$ cat src/rtl/recfg_mm_pkg.sv
package recfg_mm_pkg;
  localparam int unsigned BUS_W     = 32;
  localparam int unsigned STAT_W    = 3;
  localparam int unsigned START_BIT = 0;
  localparam int unsigned DBL_BIT   = 1;
  localparam int unsigned STAT_LSB  = 2;
  localparam int unsigned FIELD_TOP = STAT_LSB + STAT_W;

  typedef enum logic {
    WORD_DATA = 1'b0,
    WORD_CTRL = 1'b1
  } word_sel_e;

  typedef struct packed {
    logic data_wr;
    logic ctrl_wr;
    logic ctrl_rd;
  } access_t;
endpackage

$ cat src/rtl/recfg_addr_decode.sv
module recfg_addr_decode
  import recfg_mm_pkg::*;
(
  input  logic    addr_i,
  input  logic    read_i,
  input  logic    write_i,
  output access_t acc_o
);
  word_sel_e sel;

  always_comb begin
    sel           = word_sel_e'(addr_i);
    acc_o.data_wr = write_i && (sel == WORD_DATA);
    acc_o.ctrl_wr = write_i && (sel == WORD_CTRL);
    acc_o.ctrl_rd = read_i  && (sel == WORD_CTRL);
  end
endmodule

$ cat src/rtl/recfg_ctrl_reg.sv
module recfg_ctrl_reg
  import recfg_mm_pkg::*;
#(
  parameter int unsigned DATA_W = BUS_W,
  parameter int unsigned ST_W   = STAT_W
) (
  input  logic              clk_i,
  input  logic              rst_ni,
  input  logic              wr_en_i,
  input  logic              wr_start_i,
  input  logic              wr_dbl_i,
  input  logic [ST_W-1:0]   status_i,
  output logic              start_o,
  output logic              dbl_o,
  output logic [DATA_W-1:0] word_o
);
  localparam int unsigned USED_W = STAT_LSB + ST_W;
  localparam int unsigned RSVD_W = DATA_W - USED_W;

  logic start_q, start_d;
  logic dbl_q, dbl_d;

  // Next state: the start bit defaults to clear, so it self-clears.
  always_comb begin
    start_d = 1'b0;
    dbl_d   = dbl_q;
    if (wr_en_i) begin
      start_d = wr_start_i;
      dbl_d   = wr_dbl_i;
    end
  end

  always_ff @(posedge clk_i or negedge rst_ni) begin
    if (!rst_ni) begin
      start_q <= 1'b0;
    end else begin
      start_q <= start_d;
    end
  end

  always_ff @(posedge clk_i or negedge rst_ni) begin
    if (!rst_ni) begin
      dbl_q <= 1'b0;
    end else if (wr_en_i) begin
      dbl_q <= dbl_d;
    end
  end

  generate
    if (RSVD_W > 0) begin : g_pad
      assign word_o = {{RSVD_W{1'b0}}, status_i, dbl_q, start_q};
    end else begin : g_nopad
      assign word_o = {status_i, dbl_q, start_q};
    end
  endgenerate

  assign start_o = start_q;
  assign dbl_o   = dbl_q;
endmodule

$ cat src/rtl/recfg_word_port.sv
module recfg_word_port #(
  parameter int unsigned DATA_W = 32
) (
  input  logic              push_i,
  input  logic [DATA_W-1:0] wdata_i,
  input  logic              ready_i,
  output logic [DATA_W-1:0] data_o,
  output logic              valid_o,
  output logic              stall_o
);
  // Pass-through: the bus master holds the word while the sink stalls.
  always_comb begin
    valid_o = push_i;
    data_o  = wdata_i;
    stall_o = push_i && !ready_i;
  end
endmodule

$ cat src/rtl/recfg_mm_front.sv
module recfg_mm_front
  import recfg_mm_pkg::*;
#(
  parameter int unsigned DATA_W = BUS_W,
  parameter int unsigned ST_W   = STAT_W
) (
  input  logic              clk_i,
  input  logic              rst_ni,
  input  logic              mm_addr_i,
  input  logic              mm_read_i,
  input  logic              mm_write_i,
  input  logic [DATA_W-1:0] mm_wdata_i,
  output logic [DATA_W-1:0] mm_rdata_o,
  output logic              mm_waitreq_o,
  input  logic [ST_W-1:0]   seq_status_i,
  output logic              seq_start_o,
  output logic              seq_double_o,
  output logic [DATA_W-1:0] wd_data_o,
  output logic              wd_valid_o,
  input  logic              wd_ready_i
);
  access_t           acc;
  logic [DATA_W-1:0] ctrl_word;

  recfg_addr_decode u_dec (
    .addr_i  (mm_addr_i),
    .read_i  (mm_read_i),
    .write_i (mm_write_i),
    .acc_o   (acc)
  );

  recfg_ctrl_reg #(.DATA_W(DATA_W), .ST_W(ST_W)) u_ctrl (
    .clk_i      (clk_i),
    .rst_ni     (rst_ni),
    .wr_en_i    (acc.ctrl_wr),
    .wr_start_i (mm_wdata_i[START_BIT]),
    .wr_dbl_i   (mm_wdata_i[DBL_BIT]),
    .status_i   (seq_status_i),
    .start_o    (seq_start_o),
    .dbl_o      (seq_double_o),
    .word_o     (ctrl_word)
  );

  recfg_word_port #(.DATA_W(DATA_W)) u_port (
    .push_i  (acc.data_wr),
    .wdata_i (mm_wdata_i),
    .ready_i (wd_ready_i),
    .data_o  (wd_data_o),
    .valid_o (wd_valid_o),
    .stall_o (mm_waitreq_o)
  );

  // The data word is write-only: reads of it return zero.
  assign mm_rdata_o = acc.ctrl_rd ? ctrl_word : '0;
endmodule

$ cat config.mk
export PLATFORM = sky130hd
export DESIGN_NAME = recfg_mm_front
export DESIGN_NICKNAME = d
export VERILOG_FILES = /design/src/rtl/recfg_mm_pkg.sv /design/src/rtl/recfg_addr_decode.sv /design/src/rtl/recfg_ctrl_reg.sv /design/src/rtl/recfg_word_port.sv /design/src/rtl/recfg_mm_front.sv
export SDC_FILE = /design/constraint.sdc
export NUM_CORES = 1
export LEC_CHECK = 0
export CAP_MARGIN = 20
export CORE_ASPECT_RATIO = 2
export CORE_MARGIN = 5
export CORE_UTILIZATION = 18
export CTS_BUF_LIST = sky130_fd_sc_hd__clkbuf_16
export DETAILED_ROUTE_END_ITERATION = 8
export GPL_TIMING_DRIVEN = 0
export MAX_ROUTING_LAYER = met4
export PLACE_DENSITY = 0.78
export SLEW_MARGIN = 5
export SYNTH_ARGS = -nofsm -noshare
export SYNTH_HDL_FRONTEND = slang
export SYNTH_SLANG_ARGS = --single-unit
$ cat constraint.sdc
create_clock -name clk_i -period 0.8 [get_ports clk_i]
set_input_delay 0.16 -clock clk_i [delete_from_list [all_inputs] [get_ports clk_i]]
set_output_delay 0.16 -clock clk_i [all_outputs]
set_load 0.05 [all_outputs]
==> impl_results.md <==
* Die Span Y at 89.3 um
* Post-DR wirelength/cell at ~10 um
* CTS tree: done
* Register area share after synthesis at roughly 8.8%
* Final Non-Filler Cells at between 150 and 200
* Mapped Cells at between 70 and 80
* N_diodes at 0
* Final net count at 198
* PD cells at ~1500 nW/um2
* Flops & latches, synth at 2
* Crit share post-route at 134%
* Failing checks: setup timing
* Bufs on Longest Clock Path at 2
* Mux cell area share after synthesis at under 10%
* Fin crit period at around 1100 ps
* Leak Pwr at 0.792 nW
* Via count at approximately 610
* Synth area leader: buf_4
* PnR worst setup slack at -273 ps
* Total power at 2.13 mW
* Pre-CTS setup slack at -1250 ps
* Vias in the first global route at between 600 and 700
* Inst Count DP at about 180
* Commonest non-fill, non-tap cell in the layout: buf_4
* Simple-gate area share of the yosys netlist at about a tenth
* Synthesis Warnings at 0
* Die Width at 49.6 um
* Max VDD drop at between 0.9 and 1 mV
* Drt first pass iters at 1
* Yosys cell types at 7
* Post-Synth Adder-Cell Area at 0%
* First-pass GRT wire length at roughly 2700 um
* Final Cell Area at 1440 um2
* Combinational family with the most area after synthesis: buffers and inverters
* RSZ-0062 raised after global routing: true
* Clk slew on worst S/H paths at ~30 ps
* Critical Path RT at between 600 and 700 ps
* Layout cells sized above 1 at 77.4%
* Startpoint Class: register
* RD Place Congestion at ~0.63
* Final Slew Violations at 0
* Final Skew at 0 ps
* Final hold vios at 0
* Drt drc at 0
* Dpl cell area at around 1200 um2
* Worst Path Max Fanout at 2
* Antenna violation net count after detailed routing at 0
* Final WL at 1910 um
* Post-synthesis compound-gate area fraction at 0%
* R2R Setup Slk at -190 ps
* Synth top area share at about four fifths
* Status: finished with violations
* Highest Clock Rate at around 930 MHz
* Most frequent cells in the layout: buf_4 (58), clkdlybuf4s15_2 (32), conb_1 (27)
* CTS Root Cell: clkbuf_16
* Largest net degree at the start of global routing at 8
* CTS Buf Count at 3
* Clk sinks at 2
* PortBufs at 51
* Site Rows at 28
* Vias/cell at approximately 3.3
* Hold Crit Class: in -> async
* Critical Path End Type: primary output
* Post-DP HPWL at roughly 1700 um
* Post-Route Hold Slack at around 120 ps
* P&R area growth vs syn at 154%
* DR iter-0 viols at 0
* Top post-synthesis cells by area: buf_4 (78%), dfrtp_1 (8.8%), and3_1 (6.6%)
* I/O Pins at roughly 110
* Total track usage at 8.13%
* Crit Path Class: reg -> out
* Total of max-cap violations at 0
* # H-tree levels at 1
* Initial antenna violation count at 0
* Mean Syn Cell Area at a little under 8 um2
* Grt total ovfl at 0
* Clk Latency, worst-skew pair at 220 ps
* Core ar. at about 3000 um2
* Mapped Area at about 570 um2
* Critical Path AT at around 910 ps
* Xor and xnor area share after synthesis at 0%
* Setup violators final at 6
* Initial core utilization at between 10% and 20%
* Die Area at around 4400 um2
-- timing repair --
action	CTS	global route
hold endpoints to repair	0	0
pin swaps	2	2
setup buffers	3	1
resized for setup	206	5
hold buffers	0	0
endpoints found under the setup margin	43	10
-- metal layers --
metal / global-route usage, % / share of wire (%) / vias to the layer above
li1: - / - / 302
met1: 9.13 / 34 / 211
met2: 11.4 / 41 / 97
met3: 4.51 / 24 / 2
met4: 4.30 / 0.63 / 0
met5: - / 0 / -
-- kinds of logic after synthesis --
kind of cell / count (synthesis)
other cells: 1
simple gates: 9
mux: 1
flops: 2
buf+inv: 59
-- registers in the layout (all words and copies together), names as in the netlist --
name	cells
u_ctrl.start_o	1
u_ctrl.dbl_o	1
-- critical path, cell delays in order (launching register included) --
cell and delay (ps):
dfrtp_2 400, and3_4 150, buf_8 140
-- power breakdown --
| group | leakage, nW | total [mW] | switching (mW) | internal (mW) |
|---|---|---|---|---|
| Combinational | 0.732 | 1.26 | 0.793 | 0.466 |
| Clock | 0.0370 | 0.748 | 0.112 | 0.636 |
| Sequential | 0.0227 | 0.120 | 0.00702 | 0.113 |
-- stage by stage --
step           setup TNS, ps  utilization (%)
2_1_floorplan           -726                -
6_report               -1160             47.8
4_1_cts                -1130             47.2
3_5_place_dp          -23910             41.1
5_1_grt                -1320             47.8
3_3_place_gp          -23880             41.1
-- layout make-up --
cell class | instances | area, um2
Clock buffer | 3 | 75.1
Tap cell | 30 | 37.5
Timing Repair Buffer | 55 | 634
Fill cell | 269 | 1570
Multi-Input combinational cell | 37 | 200
Sequential cell | 2 | 52.6
Buffer | 58 | 439
-- worst paths after layout --
kind	from	to	depth (start not counted)
setup / recovery	u_ctrl.dbl_o	mm_rdata_o[1]	2
min in group clk_i	mm_write_i	u_ctrl.start_o	2
max in group asynchronous	rst_ni	u_ctrl.start_o	1
hold reg to reg	u_ctrl.dbl_o	u_ctrl.dbl_o	3
hold / removal	rst_ni	u_ctrl.dbl_o	1
setup reg to reg	u_ctrl.dbl_o	u_ctrl.dbl_o	3
-- cell usage after synthesis --
cell type and number:
buf_4 59, and3_1 6, dfrtp_1 2, nor2b_1 2
conb_1 1, mux2_4 1, nand2_1 1
Note: power is estimated with default switching activity, not from simulation.
